[src/rtl/i2c_eeprom_pkg.sv]
package i2c_eeprom_pkg;

  typedef enum logic [2:0] {
    S_IDLE,
    S_RX,
    S_ACK,
    S_TX,
    S_MACK,
    S_IGNORE
  } slvState_e;

  typedef enum logic [1:0] {
    K_CTRL,
    K_ADDR,
    K_DATA
  } rxKind_e;

  // Strobes from the protocol control to the datapath, one cycle each
  typedef struct packed {
    logic shiftIn;
    logic loadPtr;
    logic incPtr;
    logic emitWr;
    logic driveAck;
    logic loadTx;
    logic shiftTx;
    logic relBus;
    logic commit;
  } ctrlStb_t;

endpackage

[src/rtl/i2c_line_sampler.sv]
module i2c_line_sampler #(
  parameter int SYNC_STAGES = 2
) (
  input  logic clk,
  input  logic rstN,
  input  logic sclIn,
  input  logic sdaIn,
  output logic sdaLvl,
  output logic sclRise,
  output logic sclFall,
  output logic startSeen,
  output logic stopSeen
);

  logic [SYNC_STAGES-1:0] sclSync;
  logic [SYNC_STAGES-1:0] sdaSync;
  logic sclPrev;
  logic sdaPrev;
  logic sclLvl;

  for (genvar g = 0; g < SYNC_STAGES; g++) begin : g_sync
    if (g == 0) begin : g_first
      always_ff @(posedge clk or negedge rstN) begin
        if (!rstN) begin
          sclSync[g] <= 1'b1;
          sdaSync[g] <= 1'b1;
        end else begin
          sclSync[g] <= sclIn;
          sdaSync[g] <= sdaIn;
        end
      end
    end else begin : g_next
      always_ff @(posedge clk or negedge rstN) begin
        if (!rstN) begin
          sclSync[g] <= 1'b1;
          sdaSync[g] <= 1'b1;
        end else begin
          sclSync[g] <= sclSync[g-1];
          sdaSync[g] <= sdaSync[g-1];
        end
      end
    end
  end

  assign sclLvl = sclSync[SYNC_STAGES-1];
  assign sdaLvl = sdaSync[SYNC_STAGES-1];

  always_ff @(posedge clk or negedge rstN) begin
    if (!rstN) begin
      sclPrev <= 1'b1;
      sdaPrev <= 1'b1;
    end else begin
      sclPrev <= sclLvl;
      sdaPrev <= sdaLvl;
    end
  end

  assign sclRise   = sclLvl & ~sclPrev;
  assign sclFall   = ~sclLvl & sclPrev;
  assign startSeen = sclLvl & sclPrev & sdaPrev & ~sdaLvl;
  assign stopSeen  = sclLvl & sclPrev & ~sdaPrev & sdaLvl;

endmodule

[src/rtl/i2c_slave_ctrl.sv]
module i2c_slave_ctrl
  import i2c_eeprom_pkg::*;
#(
  parameter int         DATA_W    = 8,
  parameter int         CS_W      = 3,
  parameter logic [3:0] DEV_CODE  = 4'b1010,
  parameter bit         CS_IGNORE = 1'b0
) (
  input  logic              clk,
  input  logic              rstN,
  input  logic              sclRise,
  input  logic              sclFall,
  input  logic              startSeen,
  input  logic              stopSeen,
  input  logic              sdaLvl,
  input  logic [DATA_W-1:0] rxByte,
  input  logic [CS_W-1:0]   strap,
  input  logic              writeBusy,
  output ctrlStb_t          stb
);

  localparam int CNT_W = $clog2(DATA_W + 1);
  localparam logic [CNT_W-1:0] RX_FULL = CNT_W'(DATA_W);
  localparam logic [CNT_W-1:0] TX_LAST = CNT_W'(DATA_W - 1);

  slvState_e       state, nState;
  rxKind_e         kind, nKind;
  logic [CNT_W-1:0] bitCnt, nBit;
  logic            isRead, nRead;
  logic            haveData, nHave;
  logic            masterAck, nMack;
  logic            codeHit, csHit;

  assign codeHit = (rxByte[DATA_W-1 -: 4] == DEV_CODE);
  assign csHit   = CS_IGNORE || (rxByte[CS_W:1] == strap);

  always_comb begin
    stb    = '0;
    nState = state;
    nKind  = kind;
    nBit   = bitCnt;
    nRead  = isRead;
    nHave  = haveData;
    nMack  = masterAck;
    if (stopSeen) begin
      stb.relBus = 1'b1;
      stb.commit = haveData;
      nHave      = 1'b0;
      nState     = S_IDLE;
    end else if (startSeen) begin
      stb.relBus = 1'b1;
      stb.commit = haveData;
      nHave      = 1'b0;
      nState     = S_RX;
      nKind      = K_CTRL;
      nBit       = '0;
    end else begin
      case (state)
        S_RX: begin
          if (sclRise) begin
            stb.shiftIn = 1'b1;
            if (bitCnt != RX_FULL) nBit = bitCnt + 1'b1;
          end else if (sclFall && bitCnt == RX_FULL) begin
            case (kind)
              K_CTRL: begin
                if (codeHit && csHit && !writeBusy) begin
                  stb.driveAck = 1'b1;
                  nRead        = rxByte[0];
                  nState       = S_ACK;
                end else begin
                  nState = S_IGNORE;
                end
              end
              K_ADDR: begin
                stb.loadPtr  = 1'b1;
                stb.driveAck = 1'b1;
                nState       = S_ACK;
              end
              default: begin
                stb.emitWr   = 1'b1;
                stb.incPtr   = 1'b1;
                stb.driveAck = 1'b1;
                nHave        = 1'b1;
                nState       = S_ACK;
              end
            endcase
          end
        end
        S_ACK: begin
          if (sclFall) begin
            nBit = '0;
            if (kind == K_CTRL && isRead) begin
              stb.loadTx = 1'b1;
              nState     = S_TX;
            end else begin
              stb.relBus = 1'b1;
              nState     = S_RX;
              nKind      = (kind == K_CTRL) ? K_ADDR : K_DATA;
            end
          end
        end
        S_TX: begin
          if (sclFall) begin
            if (bitCnt == TX_LAST) begin
              stb.relBus = 1'b1;
              stb.incPtr = 1'b1;
              nBit       = '0;
              nState     = S_MACK;
            end else begin
              stb.shiftTx = 1'b1;
              nBit        = bitCnt + 1'b1;
            end
          end
        end
        S_MACK: begin
          if (sclRise) begin
            nMack = ~sdaLvl;
          end else if (sclFall) begin
            if (masterAck) begin
              stb.loadTx = 1'b1;
              nBit       = '0;
              nState     = S_TX;
            end else begin
              nState = S_IGNORE;
            end
          end
        end
        default: ;
      endcase
    end
  end

  always_ff @(posedge clk or negedge rstN) begin
    if (!rstN) begin
      state     <= S_IDLE;
      kind      <= K_CTRL;
      bitCnt    <= '0;
      isRead    <= 1'b0;
      haveData  <= 1'b0;
      masterAck <= 1'b0;
    end else begin
      state     <= nState;
      kind      <= nKind;
      bitCnt    <= nBit;
      isRead    <= nRead;
      haveData  <= nHave;
      masterAck <= nMack;
    end
  end

  // a Start always re-arms control-byte reception
  p_start_resets_r1: assert property (@(posedge clk) disable iff (!rstN)
    startSeen |=> (state == S_RX && kind == K_CTRL && bitCnt == '0));

  // no acknowledge of the control byte while the write cycle runs
  p_no_ack_busy_r4: assert property (@(posedge clk) disable iff (!rstN)
    (stb.driveAck && kind == K_CTRL && state == S_RX) |-> !writeBusy);

  // once ignoring, nothing is put on the bus
  p_ignore_quiet_r8: assert property (@(posedge clk) disable iff (!rstN)
    (state == S_IGNORE) |-> !(stb.driveAck || stb.loadTx || stb.shiftTx));

  // at most one change of the SDA drive target per cycle
  p_excl_strobes_r9: assert property (@(posedge clk) disable iff (!rstN)
    $onehot0({stb.relBus, stb.driveAck, stb.loadTx, stb.shiftTx}));

endmodule

[src/rtl/i2c_slave_datapath.sv]
module i2c_slave_datapath
  import i2c_eeprom_pkg::*;
#(
  parameter int DATA_W    = 8,
  parameter int ADDR_W    = 8,
  parameter int HOLD_CLKS = 3
) (
  input  logic              clk,
  input  logic              rstN,
  input  ctrlStb_t          stb,
  input  logic              sdaLvl,
  input  logic [DATA_W-1:0] rdData,
  output logic [DATA_W-1:0] rxByte,
  output logic [ADDR_W-1:0] ptr,
  output logic              wrValid,
  output logic [ADDR_W-1:0] wrAddr,
  output logic [DATA_W-1:0] wrData,
  output logic              wrCommit,
  output logic              sdaOe
);

  logic [DATA_W-1:0] rxShift;
  logic [DATA_W-1:0] txShift;
  logic              driveTgt;

  assign rxByte = rxShift;

  always_ff @(posedge clk or negedge rstN) begin
    if (!rstN) begin
      rxShift  <= '0;
      txShift  <= '0;
      ptr      <= '0;
      wrValid  <= 1'b0;
      wrAddr   <= '0;
      wrData   <= '0;
      wrCommit <= 1'b0;
      driveTgt <= 1'b0;
    end else begin
      if (stb.shiftIn) rxShift <= {rxShift[DATA_W-2:0], sdaLvl};
      if (stb.loadPtr)      ptr <= rxShift[ADDR_W-1:0];
      else if (stb.incPtr)  ptr <= ptr + 1'b1;
      wrValid  <= stb.emitWr;
      wrCommit <= stb.commit;
      if (stb.emitWr) begin
        wrAddr <= ptr;
        wrData <= rxShift;
      end
      if (stb.loadTx)       txShift <= rdData;
      else if (stb.shiftTx) txShift <= {txShift[DATA_W-2:0], 1'b0};
      if (stb.relBus)        driveTgt <= 1'b0;
      else if (stb.driveAck) driveTgt <= 1'b1;
      else if (stb.loadTx)   driveTgt <= ~rdData[DATA_W-1];
      else if (stb.shiftTx)  driveTgt <= ~txShift[DATA_W-2];
    end
  end

  // Output hold: the drive reaches the pad HOLD_CLKS cycles after its target
  if (HOLD_CLKS == 0) begin : g_hold_none
    assign sdaOe = driveTgt;
  end else if (HOLD_CLKS == 1) begin : g_hold_one
    logic dly;
    always_ff @(posedge clk or negedge rstN) begin
      if (!rstN) dly <= 1'b0;
      else       dly <= driveTgt;
    end
    assign sdaOe = dly;
  end else begin : g_hold_chain
    logic [HOLD_CLKS-1:0] dly;
    always_ff @(posedge clk or negedge rstN) begin
      if (!rstN) dly <= '0;
      else       dly <= {dly[HOLD_CLKS-2:0], driveTgt};
    end
    assign sdaOe = dly[HOLD_CLKS-1];
  end

  // the pointer steps by exactly one per increment strobe
  p_ptr_step_r5: assert property (@(posedge clk) disable iff (!rstN)
    (stb.incPtr && !stb.loadPtr) |=> (ptr == $past(ptr) + 1'b1));

  // commit is a single-cycle pulse
  p_commit_single_r6: assert property (@(posedge clk) disable iff (!rstN)
    wrCommit |=> !wrCommit);

  // a data byte and a commit never share a cycle
  p_wr_commit_excl_r6: assert property (@(posedge clk) disable iff (!rstN)
    !(wrValid && wrCommit));

endmodule

[src/rtl/i2c_eeprom_slave.sv]
module i2c_eeprom_slave
  import i2c_eeprom_pkg::*;
#(
  parameter int         DATA_W      = 8,
  parameter int         ADDR_W      = 8,
  parameter int         CS_W        = 3,
  parameter int         SYNC_STAGES = 2,
  parameter int         HOLD_CLKS   = 3,
  parameter logic [3:0] DEV_CODE    = 4'b1010,
  parameter bit         CS_IGNORE   = 1'b0
) (
  input  logic              clk,
  input  logic              rstN,
  input  logic              sclIn,
  input  logic              sdaIn,
  output logic              sdaOe,
  input  logic [CS_W-1:0]   strap,
  output logic [ADDR_W-1:0] rdAddr,
  input  logic [DATA_W-1:0] rdData,
  output logic              wrValid,
  output logic [ADDR_W-1:0] wrAddr,
  output logic [DATA_W-1:0] wrData,
  output logic              wrCommit,
  input  logic              writeBusy
);

  logic              sdaLvl, sclRise, sclFall, startSeen, stopSeen;
  logic [DATA_W-1:0] rxByte;
  ctrlStb_t          stb;

  i2c_line_sampler #(.SYNC_STAGES(SYNC_STAGES)) u_sampler (
    .clk       (clk),
    .rstN      (rstN),
    .sclIn     (sclIn),
    .sdaIn     (sdaIn),
    .sdaLvl    (sdaLvl),
    .sclRise   (sclRise),
    .sclFall   (sclFall),
    .startSeen (startSeen),
    .stopSeen  (stopSeen)
  );

  i2c_slave_ctrl #(
    .DATA_W    (DATA_W),
    .CS_W      (CS_W),
    .DEV_CODE  (DEV_CODE),
    .CS_IGNORE (CS_IGNORE)
  ) u_ctrl (
    .clk       (clk),
    .rstN      (rstN),
    .sclRise   (sclRise),
    .sclFall   (sclFall),
    .startSeen (startSeen),
    .stopSeen  (stopSeen),
    .sdaLvl    (sdaLvl),
    .rxByte    (rxByte),
    .strap     (strap),
    .writeBusy (writeBusy),
    .stb       (stb)
  );

  i2c_slave_datapath #(
    .DATA_W    (DATA_W),
    .ADDR_W    (ADDR_W),
    .HOLD_CLKS (HOLD_CLKS)
  ) u_dp (
    .clk      (clk),
    .rstN     (rstN),
    .stb      (stb),
    .sdaLvl   (sdaLvl),
    .rdData   (rdData),
    .rxByte   (rxByte),
    .ptr      (rdAddr),
    .wrValid  (wrValid),
    .wrAddr   (wrAddr),
    .wrData   (wrData),
    .wrCommit (wrCommit),
    .sdaOe    (sdaOe)
  );

endmodule

[config.mk]
export PLATFORM = sky130hd
export DESIGN_NAME = i2c_eeprom_slave
export DESIGN_NICKNAME = d
export VERILOG_FILES = /design/src/rtl/i2c_eeprom_pkg.sv /design/src/rtl/i2c_line_sampler.sv /design/src/rtl/i2c_slave_ctrl.sv /design/src/rtl/i2c_slave_datapath.sv /design/src/rtl/i2c_eeprom_slave.sv
export SDC_FILE = /design/constraint.sdc
export NUM_CORES = 1
export LEC_CHECK = 0
export BUFFER_PORTS_ARGS = -buffer_cell sky130_fd_sc_hd__buf_4
export CORE_MARGIN = 4
export CORE_UTILIZATION = 60
export CTS_CLUSTER_DIAMETER = 60
export CTS_CLUSTER_SIZE = 12
export DETAILED_ROUTE_END_ITERATION = 10
export GPL_TIMING_DRIVEN = 0
export PLACE_DENSITY = 0.92
export SLEW_MARGIN = 20
export SYNTH_ARGS = -nofsm -noshare
export SYNTH_HDL_FRONTEND = slang
export SYNTH_SLANG_ARGS = --single-unit
export TNS_END_PERCENT = 5
[constraint.sdc]
create_clock -name clk -period 4.4 [get_ports clk]
set_input_delay 0.44 -clock clk [delete_from_list [all_inputs] [get_ports clk]]
set_output_delay 0.44 -clock clk [all_outputs]
set_load 0.05 [all_outputs]
==> metrics.txt <==
status completed; Top FF cell, synth dfrtp_1; Tmin final ~2400 ps; vias in the first global route approximately 2,400; Via density just over 6; cell count after synthesis ~280; max cap viols 0; Crit. Startpoint u_sampler.sclLvl$_DFF_PN1_; path type of the worst setup path reg2reg; initial antenna violation count 0; Worst Path Required 4630 ps; clk buf depth 2; Reg clk slew, reported paths 70 ps; GR Overflow Total 0; clock power share 0.233; Seq cells post-synth between 60 and 70; Setup Buffers After CTS 0; synth unique cells 53; area share of the largest cell type after synthesis 0.464; CTS tree done; H-tree lvl count 3; Layout Nets ~350; Worst R2R Path Depth 6; Cell Int Power 0.00116 W; Placer Congestion roughly 0.96; Setup TNS 0 ps; sw frac 0.380; HP Class in2async; combinational power share 0.330; TritonCTS Buffers 9; CP Cell Sequence clkbuf_1 > nor2b_1 > and3_1 > nand2_1 > buf_2 > mux2_2; Final Instance Area 3650 sq um; Core Box Area around 4800 sq um; Num Clock Sinks 63; reg2reg setup slack 2000 ps; die area 6340 sq um; Slew @ Worst Pin 745 ps; Die Width 79.6 microns; CP Buf/Inv Count 2; routed wire length per instance 17.2 microns; r2r endpoint u_dp.wrAddr[6]$_DFFE_PN0P_; CTS root buffer clkbuf_8; Max FO, Critical Path 10; crit share post-route 0.545; RSZ-0062 raised after global routing no; Peak supply drop 0.000406 V; first-pass GRT wire length approximately 12,000 microns; Ports 43; Worst-Skew Late Latency roughly 340 ps; Largest delay share family, worst path simple AND/OR/NAND/NOR gates; drc violations 0; layout cells sized above 1 0.310; Placement Cell Area 3480 sq um; hold_buf cts 0; relative slew slack 0.499; Setup Skew 6.57 ps; Switch Pwr 0.000715 W; leakage power 1.76 nW; port buffer count 42; R2R Path Start u_sampler.sclLvl$_DFF_PN1_; Final ANT Viol Nets 0; largest area contributor in the netlist dfrtp_1; DP Wirelength about 4900 microns; Synth Cell Area 3080 sq um; syn_nets 300; crit path DAT 2630 ps; Area Growth Syn to Fin 18.6%; setup violators final 0; Async S/R FF share, synth 1.00; Power Dens Cells approximately 510 nW/um^2; Post-Syn Area per Cell 10.9 sq um; final hold violation count 0; largest net degree at the start of global routing 64; top cells by area, synth dfrtp_1 (46%), mux2_2 (9.5%), dfstp_2 (5.1%); Post-CTS Resized 0; 1st-iter DRT viols 346; Seq pwr share 0.437; DRT Pass-1 Iters 5; Post-synth EDFFs 0; height of the chip 79.6 microns; max-slew violations 0; Worst path max stage delay 530 ps; # diodes 0; YS warnings 0; Max Fclk ~420 MHz; starting density of the core 0.635; row cnt 25; Crit. End Element register; DRT Wirelength 6980 microns; vias post-DR between 2,000 and 3,000; register area share after synthesis 0.515; crit path launch type register; GRT Util Overall 0.240; crit path max-delay cell type dfstp_2
## cell families after synthesis
| logic type | Yosys count | share of synthesized area |
|---|---|---|
| AND/OR/NAND/NOR | 109 | 0.201 |
| flip-flops | 63 | 0.515 |
| XOR/XNOR | 7 | 0.0199 |
| AO/OA/AOI/OAI | 55 | 0.131 |
| buffers and inverters | 18 | 0.0264 |
| multiplexers | 26 | 0.0952 |
| adder cells (fa/ha/maj) | 3 | 0.0122 |
## routing by layer
| layer | share of wire | track usage |
|---|---|---|
| met2 | 0.49 | 0.370 |
| met4 | 0.022 | 0.103 |
| met3 | 0.066 | 0.0587 |
| met5 | 0 | 0 |
| met1 | 0.42 | 0.325 |
## cells in the mapped netlist (all sizes together) (3+ instances only)
library cell and instances:
a22oi 6, buf 6, dfrtp 57, o22ai 6, a211oi 3, nor3 6
a21oi 10, a221o 3, o21ai 9, nand4b 4, xor2 5, and3 5
mux2 26, inv 8, clkbuf 4, nor2 17, nand2b 3, a31oi 4
nor2b 4, nand3 13, nand3b 6, nand2 30, nor3b 5, and3b 3
dfstp 6, ha 3, o31ai 3
## through the flow
stage | hold slack [ps] | setup WS [ps] | power, W | instances | utilization
global route | 185 | 1900 | 0.00199 | 406 | 0.753
floorplan | 144 | 2450 | 0.00126 | 281 | -
detailed placement | 336 | 2050 | 0.00143 | 390 | 0.717
finish | 165 | 2000 | 0.00188 | 406 | 0.753
CTS | 188 | 2040 | 0.00187 | 406 | 0.753
global placement | 331 | 2130 | 0.00140 | 390 | 0.717
## power by group through the flow
stage	combinational (W)	clock (W)	sequential [W]
final	0.000620	0.000438	0.000821
after global routing	0.000681	0.000475	0.000839
after CTS	0.000612	0.000446	0.000817
after detailed placement	0.000609	0	0.000826
after global placement	0.000587	0	0.000817
after floorplan	0.000443	0	0.000820
## cell type report
type                       instances  area, sq um
inverter                           8         30.0
buffer                            10         51.3
clock buffer                       9          124
sequential                        63         1580
tap                               67         83.8
multi-input combinational        200         1410
clock inverter                     7         48.8
timing repair buffer              42          315
fill                             340         1200
## how the worst max path moves through the flow
stage	end	slack, ps	cells after the start
global placement	u_dp.wrData[7]$_DFFE_PN0P_	2130	6
finish	u_dp.wrAddr[6]$_DFFE_PN0P_	2000	6
floorplan	u_dp.wrAddr[4]$_DFFE_PN0P_	2450	6
global route	u_dp.wrData[6]$_DFFE_PN0P_	1900	6
CTS	u_dp.wrAddr[4]$_DFFE_PN0P_	2040	6
detailed placement	u_dp.wrAddr[5]$_DFFE_PN0P_	2050	6
## sequential cells by signal, summed over array words and instances, names as in the netlist, 2 cells and up
name                   cells
u_dp.g_hold_chain.dly      3
u_dp.wrData                8
u_dp.txShift               7
u_ctrl.kind                2
u_ctrl.state               3
u_ctrl.bitCnt              4
u_dp.ptr                   8
u_dp.wrAddr                8
u_dp.rxByte                8
## placed cells by master, fill, tap and decap left out, types with 4 or more instances in the layout
master / n
nand3_1: 13
nand2_1: 30
o21ai_0: 9
xor2_1: 5
dfrtp_1: 57
a21oi_1: 10
nand3b_1: 6
inv_1: 8
mux2_2: 26
a31oi_1: 4
nor3_1: 5
a22oi_1: 6
clkbuf_1: 4
nor2b_1: 4
buf_2: 5
nor2_1: 17
buf_4: 42
o22ai_1: 4
and3_1: 5
nand4b_1: 4
dfstp_2: 6
clkbuf_8: 9
Power figures use the tool's default switching activity.
